===== src/rtl/ucode_pkg.sv =====
package ucode_pkg;
  localparam int CAW = 7;
  localparam int OPW = 4;

  typedef struct packed {
    logic [2:0]     f1;
    logic [2:0]     f2;
    logic [2:0]     f3;
    logic [1:0]     cd;
    logic [1:0]     br;
    logic [CAW-1:0] ad;
  } uword_t;

  localparam logic [CAW-1:0] FETCH_ORG = 7'd64;
  localparam logic [CAW-1:0] INDIR_ORG = 7'd67;

  // condition select
  localparam logic [1:0] CD_ONE = 2'd0, CD_IND = 2'd1, CD_NEG = 2'd2, CD_ZERO = 2'd3;
  // next-address kind
  localparam logic [1:0] BR_JMP = 2'd0, BR_CALL = 2'd1, BR_RET = 2'd2, BR_MAP = 2'd3;

  localparam logic [2:0] OP_NONE   = 3'd0;
  // first field
  localparam logic [2:0] F1_ADDM   = 3'd1, F1_CLRA  = 3'd2, F1_INCA = 3'd3, F1_DR2A = 3'd4,
                         F1_DR2AR  = 3'd5, F1_PC2AR = 3'd6, F1_WR   = 3'd7;
  // second field
  localparam logic [2:0] F2_SUBM   = 3'd1, F2_ORM   = 3'd2, F2_ANDM = 3'd3, F2_RD   = 3'd4,
                         F2_A2DR   = 3'd5, F2_INCDR = 3'd6, F2_PC2DR = 3'd7;
  // third field
  localparam logic [2:0] F3_XORM   = 3'd1, F3_CPL   = 3'd2, F3_SHL  = 3'd3, F3_SHR  = 3'd4,
                         F3_INCPC  = 3'd5, F3_AR2PC = 3'd6;

  function automatic uword_t mk(logic [2:0] a, logic [2:0] b, logic [2:0] c,
                                logic [1:0] cond, logic [1:0] kind, logic [CAW-1:0] tgt);
    uword_t w;
    w.f1 = a; w.f2 = b; w.f3 = c; w.cd = cond; w.br = kind; w.ad = tgt;
    return w;
  endfunction
endpackage


===== src/rtl/ucode_rom.sv =====
module ucode_rom
  import ucode_pkg::*;
(
  input  logic [CAW-1:0] addr,
  output uword_t         word
);
  always_comb begin
    case (addr)
      // opcode 0: add
      7'd0:  word = mk(OP_NONE,  OP_NONE, OP_NONE,  CD_IND, BR_CALL, INDIR_ORG);
      7'd1:  word = mk(OP_NONE,  F2_RD,   OP_NONE,  CD_ONE, BR_JMP,  7'd2);
      7'd2:  word = mk(F1_ADDM,  OP_NONE, OP_NONE,  CD_ONE, BR_JMP,  FETCH_ORG);
      // opcode 1: branch if negative
      7'd4:  word = mk(OP_NONE,  OP_NONE, OP_NONE,  CD_NEG, BR_JMP,  7'd6);
      7'd6:  word = mk(OP_NONE,  OP_NONE, OP_NONE,  CD_IND, BR_CALL, INDIR_ORG);
      7'd7:  word = mk(OP_NONE,  OP_NONE, F3_AR2PC, CD_ONE, BR_JMP,  FETCH_ORG);
      // opcode 2: store
      7'd8:  word = mk(OP_NONE,  OP_NONE, OP_NONE,  CD_IND, BR_CALL, INDIR_ORG);
      7'd9:  word = mk(OP_NONE,  F2_A2DR, OP_NONE,  CD_ONE, BR_JMP,  7'd10);
      7'd10: word = mk(F1_WR,    OP_NONE, OP_NONE,  CD_ONE, BR_JMP,  FETCH_ORG);
      // opcode 3: exchange
      7'd12: word = mk(OP_NONE,  OP_NONE, OP_NONE,  CD_IND, BR_CALL, INDIR_ORG);
      7'd13: word = mk(OP_NONE,  F2_RD,   OP_NONE,  CD_ONE, BR_JMP,  7'd14);
      7'd14: word = mk(F1_DR2A,  F2_A2DR, OP_NONE,  CD_ONE, BR_JMP,  7'd15);
      7'd15: word = mk(F1_WR,    OP_NONE, OP_NONE,  CD_ONE, BR_JMP,  FETCH_ORG);
      // fetch
      7'd64: word = mk(F1_PC2AR, OP_NONE, OP_NONE,  CD_ONE, BR_JMP,  7'd65);
      7'd65: word = mk(OP_NONE,  F2_RD,   F3_INCPC, CD_ONE, BR_JMP,  7'd66);
      7'd66: word = mk(F1_DR2AR, OP_NONE, OP_NONE,  CD_ONE, BR_MAP,  7'd0);
      // indirect resolution subroutine
      7'd67: word = mk(OP_NONE,  F2_RD,   OP_NONE,  CD_ONE, BR_JMP,  7'd68);
      7'd68: word = mk(F1_DR2AR, OP_NONE, OP_NONE,  CD_ONE, BR_RET,  7'd0);
      // every other word returns to fetch
      default: word = mk(OP_NONE, OP_NONE, OP_NONE, CD_ONE, BR_JMP, FETCH_ORG);
    endcase
  end
endmodule


===== src/rtl/ucode_seq.sv =====
module ucode_seq
  import ucode_pkg::*;
(
  input  logic           clk,
  input  logic           rst_n,
  input  logic [1:0]     cd,
  input  logic [1:0]     br,
  input  logic [CAW-1:0] ad,
  input  logic           dr_ind,
  input  logic           ac_neg,
  input  logic           ac_zero,
  input  logic [OPW-1:0] map_op,
  output logic [CAW-1:0] car
);
  localparam int PADW = CAW - OPW - 3;

  logic [CAW-1:0] sbr, car_inc, car_nxt, map_addr;
  logic           test;

  assign car_inc  = car + 1'b1;
  assign map_addr = {{(PADW+1){1'b0}}, map_op, 2'b00};

  always_comb begin
    case (cd)
      CD_IND:  test = dr_ind;
      CD_NEG:  test = ac_neg;
      CD_ZERO: test = ac_zero;
      default: test = 1'b1;
    endcase
    case (br)
      BR_RET:  car_nxt = sbr;
      BR_MAP:  car_nxt = map_addr;
      default: car_nxt = test ? ad : car_inc;
    endcase
  end

  always_ff @(posedge clk or negedge rst_n) begin
    if (!rst_n) begin
      car <= FETCH_ORG;
      sbr <= '0;
    end else begin
      car <= car_nxt;
      if (br == BR_CALL && test) sbr <= car_inc;
    end
  end
endmodule


===== src/rtl/ucode_dp.sv =====
module ucode_dp
  import ucode_pkg::*;
#(
  parameter int DW = 16,
  parameter int AW = 11
) (
  input  logic          clk,
  input  logic          rst_n,
  input  logic [2:0]    f1,
  input  logic [2:0]    f2,
  input  logic [2:0]    f3,
  input  logic [DW-1:0] rdata,
  output logic [DW-1:0] ac,
  output logic [DW-1:0] dr,
  output logic [AW-1:0] ar,
  output logic [AW-1:0] pc
);
  logic [DW-1:0] ac_n, dr_n;
  logic [AW-1:0] ar_n, pc_n;

  // later fields are applied first so that F1 wins over F2 over F3
  always_comb begin
    ac_n = ac; dr_n = dr; ar_n = ar; pc_n = pc;
    case (f3)
      F3_XORM:  ac_n = ac ^ dr;
      F3_CPL:   ac_n = ~ac;
      F3_SHL:   ac_n = ac << 1;
      F3_SHR:   ac_n = ac >> 1;
      F3_INCPC: pc_n = pc + 1'b1;
      F3_AR2PC: pc_n = ar;
      default:  ;
    endcase
    case (f2)
      F2_SUBM:  ac_n = ac - dr;
      F2_ORM:   ac_n = ac | dr;
      F2_ANDM:  ac_n = ac & dr;
      F2_RD:    dr_n = rdata;
      F2_A2DR:  dr_n = ac;
      F2_INCDR: dr_n = dr + 1'b1;
      F2_PC2DR: dr_n = {dr[DW-1:AW], pc};
      default:  ;
    endcase
    case (f1)
      F1_ADDM:  ac_n = ac + dr;
      F1_CLRA:  ac_n = '0;
      F1_INCA:  ac_n = ac + 1'b1;
      F1_DR2A:  ac_n = dr;
      F1_DR2AR: ar_n = dr[AW-1:0];
      F1_PC2AR: ar_n = pc;
      default:  ;
    endcase
  end

  always_ff @(posedge clk or negedge rst_n) begin
    if (!rst_n) begin
      ac <= '0; dr <= '0; ar <= '0; pc <= '0;
    end else begin
      ac <= ac_n; dr <= dr_n; ar <= ar_n; pc <= pc_n;
    end
  end
endmodule


===== src/rtl/ucode_cpu.sv =====
module ucode_cpu
  import ucode_pkg::*;
#(
  parameter int DW = 16,
  parameter int AW = 11
) (
  input  logic          clk,
  input  logic          rst_n,
  output logic [AW-1:0] mem_addr,
  output logic [DW-1:0] mem_wdata,
  output logic          mem_we,
  input  logic [DW-1:0] mem_rdata,
  output logic [DW-1:0] acc,
  output logic [AW-1:0] pc,
  output logic [CAW-1:0] upc
);
  uword_t        uw;
  logic [DW-1:0] dr;
  logic [AW-1:0] ar;

  ucode_rom u_rom (.addr(upc), .word(uw));

  ucode_seq u_seq (
    .clk(clk), .rst_n(rst_n), .cd(uw.cd), .br(uw.br), .ad(uw.ad),
    .dr_ind(dr[DW-1]), .ac_neg(acc[DW-1]), .ac_zero(acc == '0),
    .map_op(dr[DW-2 -: OPW]), .car(upc)
  );

  ucode_dp #(.DW(DW), .AW(AW)) u_dp (
    .clk(clk), .rst_n(rst_n), .f1(uw.f1), .f2(uw.f2), .f3(uw.f3),
    .rdata(mem_rdata), .ac(acc), .dr(dr), .ar(ar), .pc(pc)
  );

  assign mem_addr  = ar;
  assign mem_wdata = dr;
  assign mem_we    = (uw.f1 == F1_WR);
endmodule


===== config.mk =====
export PLATFORM = sky130hd
export DESIGN_NAME = ucode_cpu
export DESIGN_NICKNAME = d
export VERILOG_FILES = /design/src/rtl/ucode_pkg.sv /design/src/rtl/ucode_rom.sv /design/src/rtl/ucode_seq.sv /design/src/rtl/ucode_dp.sv /design/src/rtl/ucode_cpu.sv
export SDC_FILE = /design/constraint.sdc
export NUM_CORES = 1
export LEC_CHECK = 0
export BUFFER_PORTS_ARGS = -buffer_cell sky130_fd_sc_hd__clkbuf_2
export CORE_MARGIN = 4
export CORE_UTILIZATION = 32
export DETAILED_ROUTE_END_ITERATION = 8
export MAX_ROUTING_LAYER = met4
export SLEW_MARGIN = 20
export SYNTH_ARGS = -nofsm -noshare
export SYNTH_HDL_FRONTEND = slang
export SYNTH_SLANG_ARGS = --single-unit

===== constraint.sdc =====
create_clock -name clk -period 3.9 [get_ports clk]
set_input_delay 0.78 -clock clk [delete_from_list [all_inputs] [get_ports clk]]
set_output_delay 0.78 -clock clk [all_outputs]
set_load 0.1 [all_outputs]

==> flow_metrics.env <==
export IMPL_status="complete, no violations"
export IMPL_worst_slew_pin_slew_ps=996
export IMPL_antenna_found_initial=0
export IMPL_route_vias_total=3884
export IMPL_timing_final_max_slew_violations=0
export IMPL_start_util=0.329
export IMPL_cts_hold_buffers=0
export IMPL_post_route_util=0.392
export IMPL_finalSetupViolations=0
export IMPL_dieArea_sq_um=15600
export IMPL_synth_top_area_share=0.384
export IMPL_endpoint_kind="output port"
export IMPL_die_w_um=125
export IMPL_synth_edff_count=0
export IMPL_num_antenna_cells=0
export IMPL_totalWireLength_um=12300
export IMPL_cts_path_max_buffers=2
export IMPL_cts_sinks=68
export IMPL_hp_class="in -> async"
export IMPL_rsz0062_at_grt="no"
export IMPL_drt_vias_per_instance=5.39
export IMPL_cts_root_buf="clkbuf_16"
export IMPL_drc=0
export IMPL_grt_usage=0.163
export IMPL_htree_levels=3
export IMPL_post_cts_buffers=0
export IMPL_ctsResizeCount=0
export IMPL_first_iter_violations=357
export IMPL_grt_pass1_wl_um=20300
export IMPL_fin_ws_ps=628
export IMPL_yosys_area_top_type="dfrtp_1"
export IMPL_syn_avg_cell_area_sq_um=9.06
export IMPL_yosysUniqueCellTypes=61
export IMPL_port_buffers=79
export IMPL_cts_clk_slew_worst_paths_ps=60
export IMPL_hold_ws_ps=341
export IMPL_fp_dieH_um=125
export IMPL_fin_crit_sh=0.839
export IMPL_cp_data_arrival_time_ps=2490
export IMPL_ant_nets=0
export IMPL_skew_ps=5.82
export IMPL_ys_flop_type="dfrtp_1"
export IMPL_hold_viol_final=0
export IMPL_cts_buffers=9
export IMPL_path_max_fanout=17
export IMPL_drv_cap=0
export IMPL_ys_warn_count=0
export IMPL_slew_headroom=0.334
export IMPL_hpwlAfterDp_um=9040
export IMPL_gp_congestion=0.898
export IMPL_r2r_start="u_seq.car[3]"
export IMPL_seq_area_frac_synth=0.390
export IMPL_netlist_top_cells_area="dfrtp_1, mux2i_1, ha_1"
export IMPL_syn2layout_area_growth_pct=19.4
export IMPL_finalSetupTns_ps=0
export IMPL_cts_tree="done"
export IMPL_dp_slack_ps=1010
export IMPL_synth_cells=482
export IMPL_grt_overflow=0
export IMPL_period_minus_slack_ps=3270
export IMPL_reg2reg_depth=6
export IMPL_drive_above_1_share=0.221
export IMPL_core_sq_um=13300
export IMPL_r2r_slack_ps=1040
export IMPL_io_pins=80
export IMPL_r2r_end="u_dp.ac[15]"
export IMPL_netlist_area_sq_um=4370
export IMPL_syn_num_nets=521
export IMPL_row_count=42
export IMPL_drt_first_pass_iters=5
export IMPL_nets=579
export IMPL_avgRoutedWirePerCell_um=17.1
export IMPL_worstSetupPathType="reg -> out"
export IMPL_yosys_register_bits=68
export IMPL_grt_pass1_vias=3752
export IMPL_grt_max_degree=34
export IMPL_insertion_delay_ps=330
export IMPL_required_ps=3120
export IMPL_ys_async_sr_fraction=1.00
export IMPL_start_kind="flip-flop"
export IMPL_fmax_ghz=0.306
synth_stat cells (all sizes together) (10+ instances only):
cell type,n
clkbuf,30
nand3,10
dfrtp,67
o21ai,29
mux2i,33
nor3,10
inv,11
nand2,38
buf,10
ha,20
nor2,49
a22oi,15
a21oi,41
registers in the layout, summed over array words and instances, names as in the netlist:
signal,flops
u_dp.ar,11
u_dp.ac,16
u_seq.car,7
u_seq.sbr,7
u_dp.pc,11
u_dp.dr,16
routing by layer:
layer  wire, um  vias up  global-route usage
li1           -     1882                   -
met1       5680     1889               0.216
met2       5950      104               0.256
met3        531        9              0.0377
met4        116        0              0.0395
met5          0        -                   -
cell usage in the layout, fill, tap and decap left out, drive strengths merged, types with 4 or more instances in the layout:
| cell type | netlist | routed |
|---|---|---|
| clkbuf | 30 | 89 |
| dfrtp | 67 | 67 |
| nor2 | 49 | 49 |
| a21oi | 41 | 41 |
| nand2 | 38 | 38 |
| mux2i | 33 | 33 |
| o21ai | 29 | 29 |
| ha | 20 | 20 |
| a22oi | 15 | 15 |
| inv | 11 | 11 |
| nand3 | 10 | 10 |
| nor3 | 10 | 10 |
| o211ai | 9 | 9 |
| buf | 10 | 9 |
| nand2b | 8 | 8 |
| xor2 | 8 | 8 |
| a21o | 7 | 7 |
| o311ai | 7 | 7 |
| nor4 | 6 | 6 |
| a211oi | 6 | 6 |
| and2 | 6 | 6 |
| xnor2 | 5 | 5 |
| or2 | 4 | 4 |
| a221o | 4 | 4 |
| nand4 | 4 | 4 |
worst max-delay path, stage by stage (launching register included):
cell,delay (ps)
dfrtp_1,580
or4b_1,730
o21a_1,230
o22ai_2,130
clkbuf_2,480
how the worst max path moves through the flow:
stage          slack (ps)  endpoint    startpoint
3_5_place_dp         1010    mem_we  u_seq.car[3]
6_report              630    mem_we  u_seq.car[3]
4_1_cts               630    mem_we  u_seq.car[3]
2_1_floorplan         530    mem_we  u_seq.car[3]
5_1_grt               540    mem_we  u_seq.car[3]
3_3_place_gp         1030    mem_we  u_seq.car[3]
cell type report:
cell class              instances  area [sq um]
repair buffers                 87           455
well taps                     176           220
flip-flops and latches         68          1700
fillers                      1304          8080
clock inverters                 4          72.6
clock buffers                  11           253
multi-input cells             363          2470
inverters                      11          41.3
kinds of logic (layout without fill, tap and decap cells):
logic type,Yosys count,after routing,synth area share
simple gates,150,150,0.171
fa+ha+maj,21,21,0.0619
mux,36,36,0.0851
buf+inv,51,113,0.0501
flops,68,68,0.390
xor+xnor,13,13,0.0261
compound gates,143,143,0.217
stage by stage:
step | instances | instance area, sq um
detailed placement | 705 | 4890
finish | 720 | 5220
CTS | 720 | 5220
global route | 720 | 5220
floorplan | 482 | 4380
global placement | 705 | 4890
Power is not shown: default switching activity piles up to over one toggle a cycle in this logic, so the estimate is an artifact.
